--- config.mk ---
export PLATFORM = sky130hd
export DESIGN_NAME = vbi_nibble_fmt
export DESIGN_NICKNAME = d
export VERILOG_FILES = /design/src/rtl/vbi_fmt_pkg.sv /design/src/rtl/vbi_slot_counter.sv /design/src/rtl/vbi_nibble_enc.sv /design/src/rtl/vbi_nibble_fmt.sv
export SDC_FILE = /design/constraint.sdc
export NUM_CORES = 1
export LEC_CHECK = 0
export ABC_AREA = 0
export BUFFER_PORTS_ARGS = -buffer_cell sky130_fd_sc_hd__buf_2
export CELL_PAD_IN_SITES_DETAIL_PLACEMENT = 0
export CELL_PAD_IN_SITES_GLOBAL_PLACEMENT = 1
export CORE_MARGIN = 2
export CORE_UTILIZATION = 33
export DETAILED_ROUTE_END_ITERATION = 16
export PLACE_DENSITY_LB_ADDON = 0.1
export RECOVER_POWER = 50
export SLEW_MARGIN = 10
export SYNTH_ARGS = -nofsm -noshare
export SYNTH_HDL_FRONTEND = slang
export SYNTH_SLANG_ARGS = --single-unit
export TNS_END_PERCENT = 20
--- constraint.sdc ---
create_clock -name clk -period 2.85 [get_ports clk]
set_input_delay 0.1425 -clock clk [delete_from_list [all_inputs] [get_ports clk]]
set_output_delay 0.1425 -clock clk [all_outputs]
set_load 0.03 [all_outputs]
--- src/rtl/vbi_fmt_pkg.sv ---
// Shared constants and coding helpers for the sliced VBI formatter.
// Assumes 8-bit samples; the nibble split is defined only for 8 bits.
package vbi_fmt_pkg;

    localparam logic [7:0] CHROMA_NEUTRAL = 8'h80;

    // Repeat a nibble to fill a byte and invert bit 0 (odd parity).
    function automatic logic [7:0] dup_nibble(input logic [3:0] n);
        return {n, n[3:1], ~n[0]};
    endfunction

    // Chroma limit for timing-code mode: touches bits 1..0 only.
    function automatic logic [7:0] tc_limit(input logic [7:0] v);
        logic [7:0] r;
        r = v;
        if (v[7:2] == 6'h00)      r[1:0] = 2'b11;
        else if (v[7:2] == 6'h3F) r[1:0] = 2'b00;
        return r;
    endfunction

    // Keep a raw luma byte off the two reserved sync codes.
    function automatic logic [7:0] luma_clamp(input logic [7:0] v);
        logic [7:0] r;
        r = v;
        if (v == 8'h00)      r = 8'h01;
        else if (v == 8'hFF) r = 8'hFE;
        return r;
    endfunction

endpackage

--- src/rtl/vbi_slot_counter.sv ---
// Slot counter: numbers the active-video cycles of a line.
// Restarts at 0 on the rising edge of the active flag, which is seen
// combinationally in the same cycle. Saturates at MAX_LEN and holds
// while the flag is low.
module vbi_slot_counter #(
    parameter int MAX_LEN = 64,
    localparam int IW = $clog2(MAX_LEN + 1)
) (
    input  logic          clk,
    input  logic          rst_n,
    input  logic          active,
    output logic [IW-1:0] slot_idx
);
    localparam logic [IW-1:0] LIMIT = IW'(MAX_LEN);

    logic          act_q;
    logic [IW-1:0] cnt_q;

    // Current slot index: zero on the first active cycle.
    always_comb slot_idx = (active && !act_q) ? '0 : cnt_q;

    // Advance the count and remember the previous flag.
    always_ff @(posedge clk) begin
        if (!rst_n) begin
            act_q <= 1'b0;
            cnt_q <= '0;
        end else begin
            act_q <= active;
            if (active)
                cnt_q <= (slot_idx == LIMIT) ? LIMIT : slot_idx + 1'b1;
        end
    end


    property p_restart;
        @(posedge clk) disable iff (!rst_n)
        (active && !act_q) |=> (!active || slot_idx == IW'(1));
    endproperty
    restart_chk: assert property (p_restart);


    property p_step;
        @(posedge clk) disable iff (!rst_n)
        (active && act_q && slot_idx < LIMIT) |=>
            (!active || slot_idx == $past(slot_idx) + 1'b1);
    endproperty
    step_chk: assert property (p_step);

endmodule

--- src/rtl/vbi_nibble_enc.sv ---
// Byte encoder for one packet slot. Split mode: nibbles are duplicated
// with bit 0 inverted, high nibble to chroma and low nibble to luma,
// plus an optional chroma limit for timing-code mode. Split-disable
// mode: raw byte on luma with an optional clamp, neutral chroma.
// Purely combinational.
module vbi_nibble_enc
    import vbi_fmt_pkg::*;
(
    input  logic [7:0] din,
    input  logic       split_dis,
    input  logic       luma_lim_off,
    input  logic       tcode_en,
    output logic [7:0] enc_y,
    output logic [7:0] enc_c
);
    logic [7:0] c_dup;

    // Encode one byte for the selected mode.
    always_comb begin
        c_dup = dup_nibble(din[7:4]);
        if (split_dis) begin
            enc_y = luma_lim_off ? din : luma_clamp(din);
            enc_c = CHROMA_NEUTRAL;
        end else begin
            enc_y = dup_nibble(din[3:0]);
            enc_c = tcode_en ? tc_limit(c_dup) : c_dup;
        end
    end
endmodule

--- src/rtl/vbi_nibble_fmt.sv ---
// Top of the sliced VBI formatter. Decides for each cycle whether the
// slot belongs to the packet (inside the window, active, index below
// the effective length). For a packet slot it sends the encoded slicer
// or pad byte; otherwise it passes the video through. One output
// register; byte_idx is combinational for the slicer.
module vbi_nibble_fmt
    import vbi_fmt_pkg::*;
#(
    parameter int MAX_LEN = 64,
    localparam int IW = $clog2(MAX_LEN + 1)
) (
    input  logic          clk,
    input  logic          rst_n,
    input  logic          vid_active,
    input  logic          vbi_line,
    input  logic          split_dis,
    input  logic          luma_lim_off,
    input  logic          tcode_en,
    input  logic [IW-1:0] pkt_len,
    input  logic [7:0]    pad_byte,
    input  logic          slc_valid,
    input  logic [7:0]    slc_byte,
    input  logic [7:0]    vid_y,
    input  logic [7:0]    vid_c,
    output logic [IW-1:0] byte_idx,
    output logic [7:0]    out_y,
    output logic [7:0]    out_c
);
    localparam logic [IW-1:0] LIMIT = IW'(MAX_LEN);

    logic [IW-1:0] len_eff;
    logic          in_pkt;
    logic [7:0]    pkt_byte;
    logic [7:0]    enc_y, enc_c;
    logic          pkt_q, split_q, tc_q;

    vbi_slot_counter #(.MAX_LEN(MAX_LEN)) u_cnt (
        .clk      (clk),
        .rst_n    (rst_n),
        .active   (vid_active),
        .slot_idx (byte_idx)
    );

    // Limit the programmed length and select the byte for this slot.
    always_comb begin
        len_eff  = (pkt_len > LIMIT) ? LIMIT : pkt_len;
        in_pkt   = vbi_line && vid_active && (byte_idx < len_eff);
        pkt_byte = slc_valid ? slc_byte : pad_byte;
    end

    vbi_nibble_enc u_enc (
        .din          (pkt_byte),
        .split_dis    (split_dis),
        .luma_lim_off (luma_lim_off),
        .tcode_en     (tcode_en),
        .enc_y        (enc_y),
        .enc_c        (enc_c)
    );

    // Output register: encoded packet byte or video pass-through.
    always_ff @(posedge clk) begin
        if (!rst_n) begin
            out_y   <= 8'h00;
            out_c   <= 8'h00;
            pkt_q   <= 1'b0;
            split_q <= 1'b0;
            tc_q    <= 1'b0;
        end else begin
            out_y   <= in_pkt ? enc_y : vid_y;
            out_c   <= in_pkt ? enc_c : vid_c;
            pkt_q   <= in_pkt;
            split_q <= split_dis;
            tc_q    <= tcode_en;
        end
    end


    property p_no_reserved;
        @(posedge clk) disable iff (!rst_n)
        (pkt_q && !split_q) |->
            (out_y != 8'h00 && out_y != 8'hFF && out_c != 8'h00 && out_c != 8'hFF);
    endproperty
    no_reserved_chk: assert property (p_no_reserved);


    property p_chroma_range;
        @(posedge clk) disable iff (!rst_n)
        (pkt_q && !split_q && tc_q) |-> (out_c >= 8'h03 && out_c <= 8'hFC);
    endproperty
    chroma_range_chk: assert property (p_chroma_range);


    property p_passthru;
        @(posedge clk) disable iff (!rst_n)
        ($past(rst_n) && !pkt_q) |-> (out_y == $past(vid_y) && out_c == $past(vid_c));
    endproperty
    passthru_chk: assert property (p_passthru);


    property p_split_chroma;
        @(posedge clk) disable iff (!rst_n)
        (pkt_q && split_q) |-> (out_c == CHROMA_NEUTRAL);
    endproperty
    split_chroma_chk: assert property (p_split_chroma);

endmodule

---- After elaboration in Yosys (flattened, before gate mapping) ----
Index checks and enable logic that the tools add are counted.
operators by class
  $add $sub $neg .......................... 1
  $lt $le $gt $ge ......................... 2
  equal/unequal tests ..................... 3
  multiplexer cells ....................... 14
  bitwise gates (word level) .............. 2
  reduce and logical (&&, ||, !) cells .... 6
operators with widths
  kind                                                   count
  two-way mux 8 bit                                      8
  two-way mux 7 bit                                      3
  equality test 8 bit (second input constant)            1
  logical NOT 8 bit                                      1
  adder 7 x 1 -> 7 bit (second input constant)           1
  equality test 7 bit (second input constant)            1
  greater-than comparator 7 bit (second input constant)  1
  < comparator 7 bit                                     1
  equality test 6 bit (second input constant)            1
  logical NOT 6 bit                                      1
  two-way mux 2 bit                                      3
  logical AND 1 bit                                      3
  NOT 1 bit                                              2
  logical NOT 1 bit                                      1
word-level totals
  flip-flop bits (word level) ............. 24
  input bits .............................. 47
  output and inout bits ................... 23
  word-level logic and storage cells ...... 32

---- Depth between registers and ports, before layout ----
  depth after elaboration ................. 7
  depth in mapped cells ................... 11
  depth with buffers taken out ............ 9

---- Hierarchy ----
From an unflattened synthesis, not the netlist that was laid out.
second synthesis, totals
  cells, all modules ...................... 188
  area, all modules ....................... 1574.0 µm²
by module, submodules not included
  module            times used  cells each  area an instance (µm²)  seq. area each (µm²)
  vbi_nibble_fmt    1           101         912.1                   320.3
  vbi_slot_counter  1           61          471.7                   160.2
  vbi_nibble_enc    1           26          190.2                   0.0

---- Least setup slack after synthesis ----
No wires, ideal clock.
  path type ............................... flip-flop to flip-flop
  from .................................... register u_cnt.act_q
  to ...................................... register out_c[6]
  setup time .............................. 0.067 ns
  arrival time ............................ 2.240 ns
  required time ........................... 2.783 ns
  slack ................................... 0.543 ns
  stages on the path, launching flop included .. 11
  path buffers ............................ 2
  clock period less this slack ............ 2.307 ns
  cells stage by stage .................... dfxtp_1 -> buf_6 -> nand2b_4 -> and2_1 -> ha_1 -> nand2_1 -> o21ai_0 -> nor2b_1 -> clkbuf_1 -> o21ai_1 -> a21oi_2
between the ends
  longest elaborated chain between the ends .. 6
ends and longest elaborated chain
  item                    line                    RTL
  from (decl)             vbi_slot_counter.sv:16  logic act_q;
  from (signal assigned)  vbi_slot_counter.sv:28  act_q <= active;
  logical NOT 1 bit       vbi_slot_counter.sv:20  always_comb slot_idx = (active && !act_q) ? '0 : cnt_q;
  logical AND 1 bit       vbi_slot_counter.sv:20
  two-way mux 7 bit       vbi_slot_counter.sv:20
  via byte_idx[4]         vbi_nibble_fmt.sv:25    output logic [IW-1:0] byte_idx,
  < comparator 7 bit      vbi_nibble_fmt.sv:47    in_pkt = vbi_line && vid_active && (byte_idx < len_eff);
  logical AND 1 bit       vbi_nibble_fmt.sv:47
  two-way mux 8 bit       vbi_nibble_fmt.sv:70    out_c <= in_pkt ? enc_c : vid_c;
  to (signal assigned)    vbi_nibble_fmt.sv:70
  to (decl)               vbi_nibble_fmt.sv:27    output logic [7:0] out_c
The timed path passes the listed nets, and every way through them passes these cells.
A chain may end at the register's enable or synchronous reset.

---- Worst setup path after layout ----
  from .................................... register u_cnt.act_q
  to ...................................... register out_c[0]
between the ends
  longest elaborated chain between the ends .. 6
ends and longest elaborated chain
  item                line
  logical NOT 1 bit   vbi_slot_counter.sv:20
  logical AND 1 bit   vbi_slot_counter.sv:20
  two-way mux 7 bit   vbi_slot_counter.sv:20
  < comparator 7 bit  vbi_nibble_fmt.sv:47
  logical AND 1 bit   vbi_nibble_fmt.sv:47
  two-way mux 8 bit   vbi_nibble_fmt.sv:70
Every way passes these cells.

==> results_dict.tcl <==
set metrics [dict create \
    wl_per_cell_um 13.59 \
    final_area_mm2 0.001968 \
    drt-total-wl_um 4130 \
    post_cts_buffers 0 \
    crit_fanout 11 \
    drtPass1Iterations 4 \
    finClkSkew_ps 6.063 \
    ir_worst_vdd_v 0.0001765 \
    arrival_ps 2620 \
    dp_hpwl_um 3331 \
    grt_max_degree 21 \
    ys_seq_area_frac 0.3089 \
    vias 1622 \
    critPathRequiredTime_ps 3040 \
    fp.dieH_um 72.65 \
    hold_ws_ps 126.1 \
    async_reset_ff_frac 0 \
    drt_iter0_drc 64 \
    drv_cap 0 \
    layout-drive-gt1-share 0.2579 \
    leakagePower_nw 0.8289 \
    setup-tns-final_ps 0 \
    p_per_area_mw_per_mm2 431.1 \
    grt_pass1_wl_um 6975 \
    routed_via_density 5.336 \
    final_common_cell "buf_2" \
    nNetsFinal 308 \
    synth.avg_cell_area_um2 8.273 \
    placed_cell_area_mm2 0.001924 \
    ant_nets 0 \
    status "finished, final reports clean" \
    relSlewSlack 0.5652 \
    syn_area_mm2 0.001555 \
    antenna_found_initial 0 \
    grt_pass1_vias 1530 \
    numPortBuffers 69 \
    yosysWarnings 0 \
    cts-buffers-inserted 3 \
    synth_cells 188 \
    cts_tree "built" \
    total_power_mw 0.8486 \
    gr-usage-all-layers 0.1621 \
    grt_setup_unrepaired "false" \
    yosys_register_bits 24 \
    io_pins 70 \
    start_util 0.3499 \
    core_mm2 0.004444 \
    criticalPathCategory "reg -> reg" \
    ctsHoldBuffers 0 \
    worstSetupStartpointType "flop" \
    gp_congestion 0.7975 \
    h-tree-depth 1 \
    synth_nets 243 \
    final_cell_mix "47 x buf_2, 24 x dfxtp_1, 22 x nand2_1, 22 x clkbuf_1, 18 x a21oi_1" \
    synth_edf_count 0 \
    period_share 0.8536 \
    areaGrowthSynthToFinish_pct 26.55 \
    min_path_type "in -> reg" \
    cts-root-buf "clkbuf_8" \
    die_x_um 72.65 \
    grt-ovfl-total 0 \
    hold_viol_final 0 \
    fmaxAchievable_mhz 411.1 \
    slew_viol_final 0 \
    setup_viol 0 \
    ys.flop_type "dfxtp_1" \
    cts_resized 0 \
    path_clk_slew_ps 90 \
    synth_cell_type_count 44 \
    tightest_slew_ps 651.4 \
    clock-sinks 24 \
    antenna_cells 0 \
    clk_latency_ps 270 \
    cts.path.max_buffers 2 \
    end_kind "flop" \
    post-route-min-period_ps 2433 \
    drc 0 \
    die-area_mm2 0.005278 \
    std_cell_rows 24 \
]
==> registers in the layout, indices dropped and copies added (netlist names) <==
| register | cells |
|---|---|
| u_cnt.act_q | 1 |
| out_c | 8 |
| u_cnt.cnt_q | 7 |
| out_y | 8 |
==> worst max-delay path, cell delays in order, from the launching register on <==
cell and delay (ps):
dfxtp_1 400, nand2b_4 210, and2_1 210, ha_1 320
nand2_1 110, o41ai_2 580, buf_4 270, o21ai_1 100
a21oi_1 150
==> final timing paths <==
path / end / depth (start not counted) / start / slack [ps]
min reg2reg: u_cnt.cnt_q[5] / 2 / u_cnt.cnt_q[5] / 580
max: out_c[0] / 8 / u_cnt.act_q / 420
max reg2reg: out_c[0] / 8 / u_cnt.act_q / 420
min: out_y[4] / 3 / vid_y[4] / 130
==> kinds of logic after synthesis <==
group | synth area share
and+or+nand+nor | 0.2494
AOI/OAI and AO/OA | 0.2494
DFF | 0.3089
buffers and inverters | 0.05310
muxes | 0.07482
adders and majority gates | 0.06436
==> through the flow <==
step,setup WS [ps],instances,utilization
after floorplan,542.6,188,-
after global placement,488.7,300,0.4330
after detailed placement,438.4,300,0.4330
after CTS,421.1,304,0.4490
after global routing,140.0,304,0.4428
final,417.3,304,0.4428
==> metal layers <==
metal / global-route usage / vias to the layer above / share of wire
met5: 0 / - / 0
met4: 0.03086 / 0 / 0.0080
met3: 0.02486 / 4 / 0.048
met2: 0.2859 / 44 / 0.49
met1: 0.2102 / 742 / 0.45
li1: - / 832 / -
==> where the power goes <==
part           total, mW  internal (mW)  switching [mW]
sequential         0.360          0.353         0.00701
combinational      0.190         0.0704           0.119
clock              0.298          0.188           0.111
total              0.849          0.612           0.237
==> Yosys cell counts, drive strengths merged, types with 4 or more instances <==
library cell / instances / area share
a211oi: 5 / 0.027
a21oi: 21 / 0.075
and2: 7 / 0.028
buf: 5 / 0.022
clkbuf: 6 / 0.014
dfxtp: 24 / 0.31
ha: 8 / 0.064
inv: 7 / 0.017
mux2i: 6 / 0.039
nand2: 23 / 0.057
nand3: 4 / 0.013
nand4: 10 / 0.040
nor2: 5 / 0.012
nor4: 5 / 0.020
o2111ai: 4 / 0.023
o21ai: 14 / 0.045
==> final cells by class <==
type | instances | area, µm²
inverter | 7 | 26.28
clock inverter | 1 | 30.03
fill | 487 | 2476
clock buffer | 3 | 41.29
tap | 52 | 65.06
sequential | 24 | 480.5
timing repair buffer | 71 | 332.8
multi-input combinational | 146 | 992.2
(Power assumes the default switching activity.)
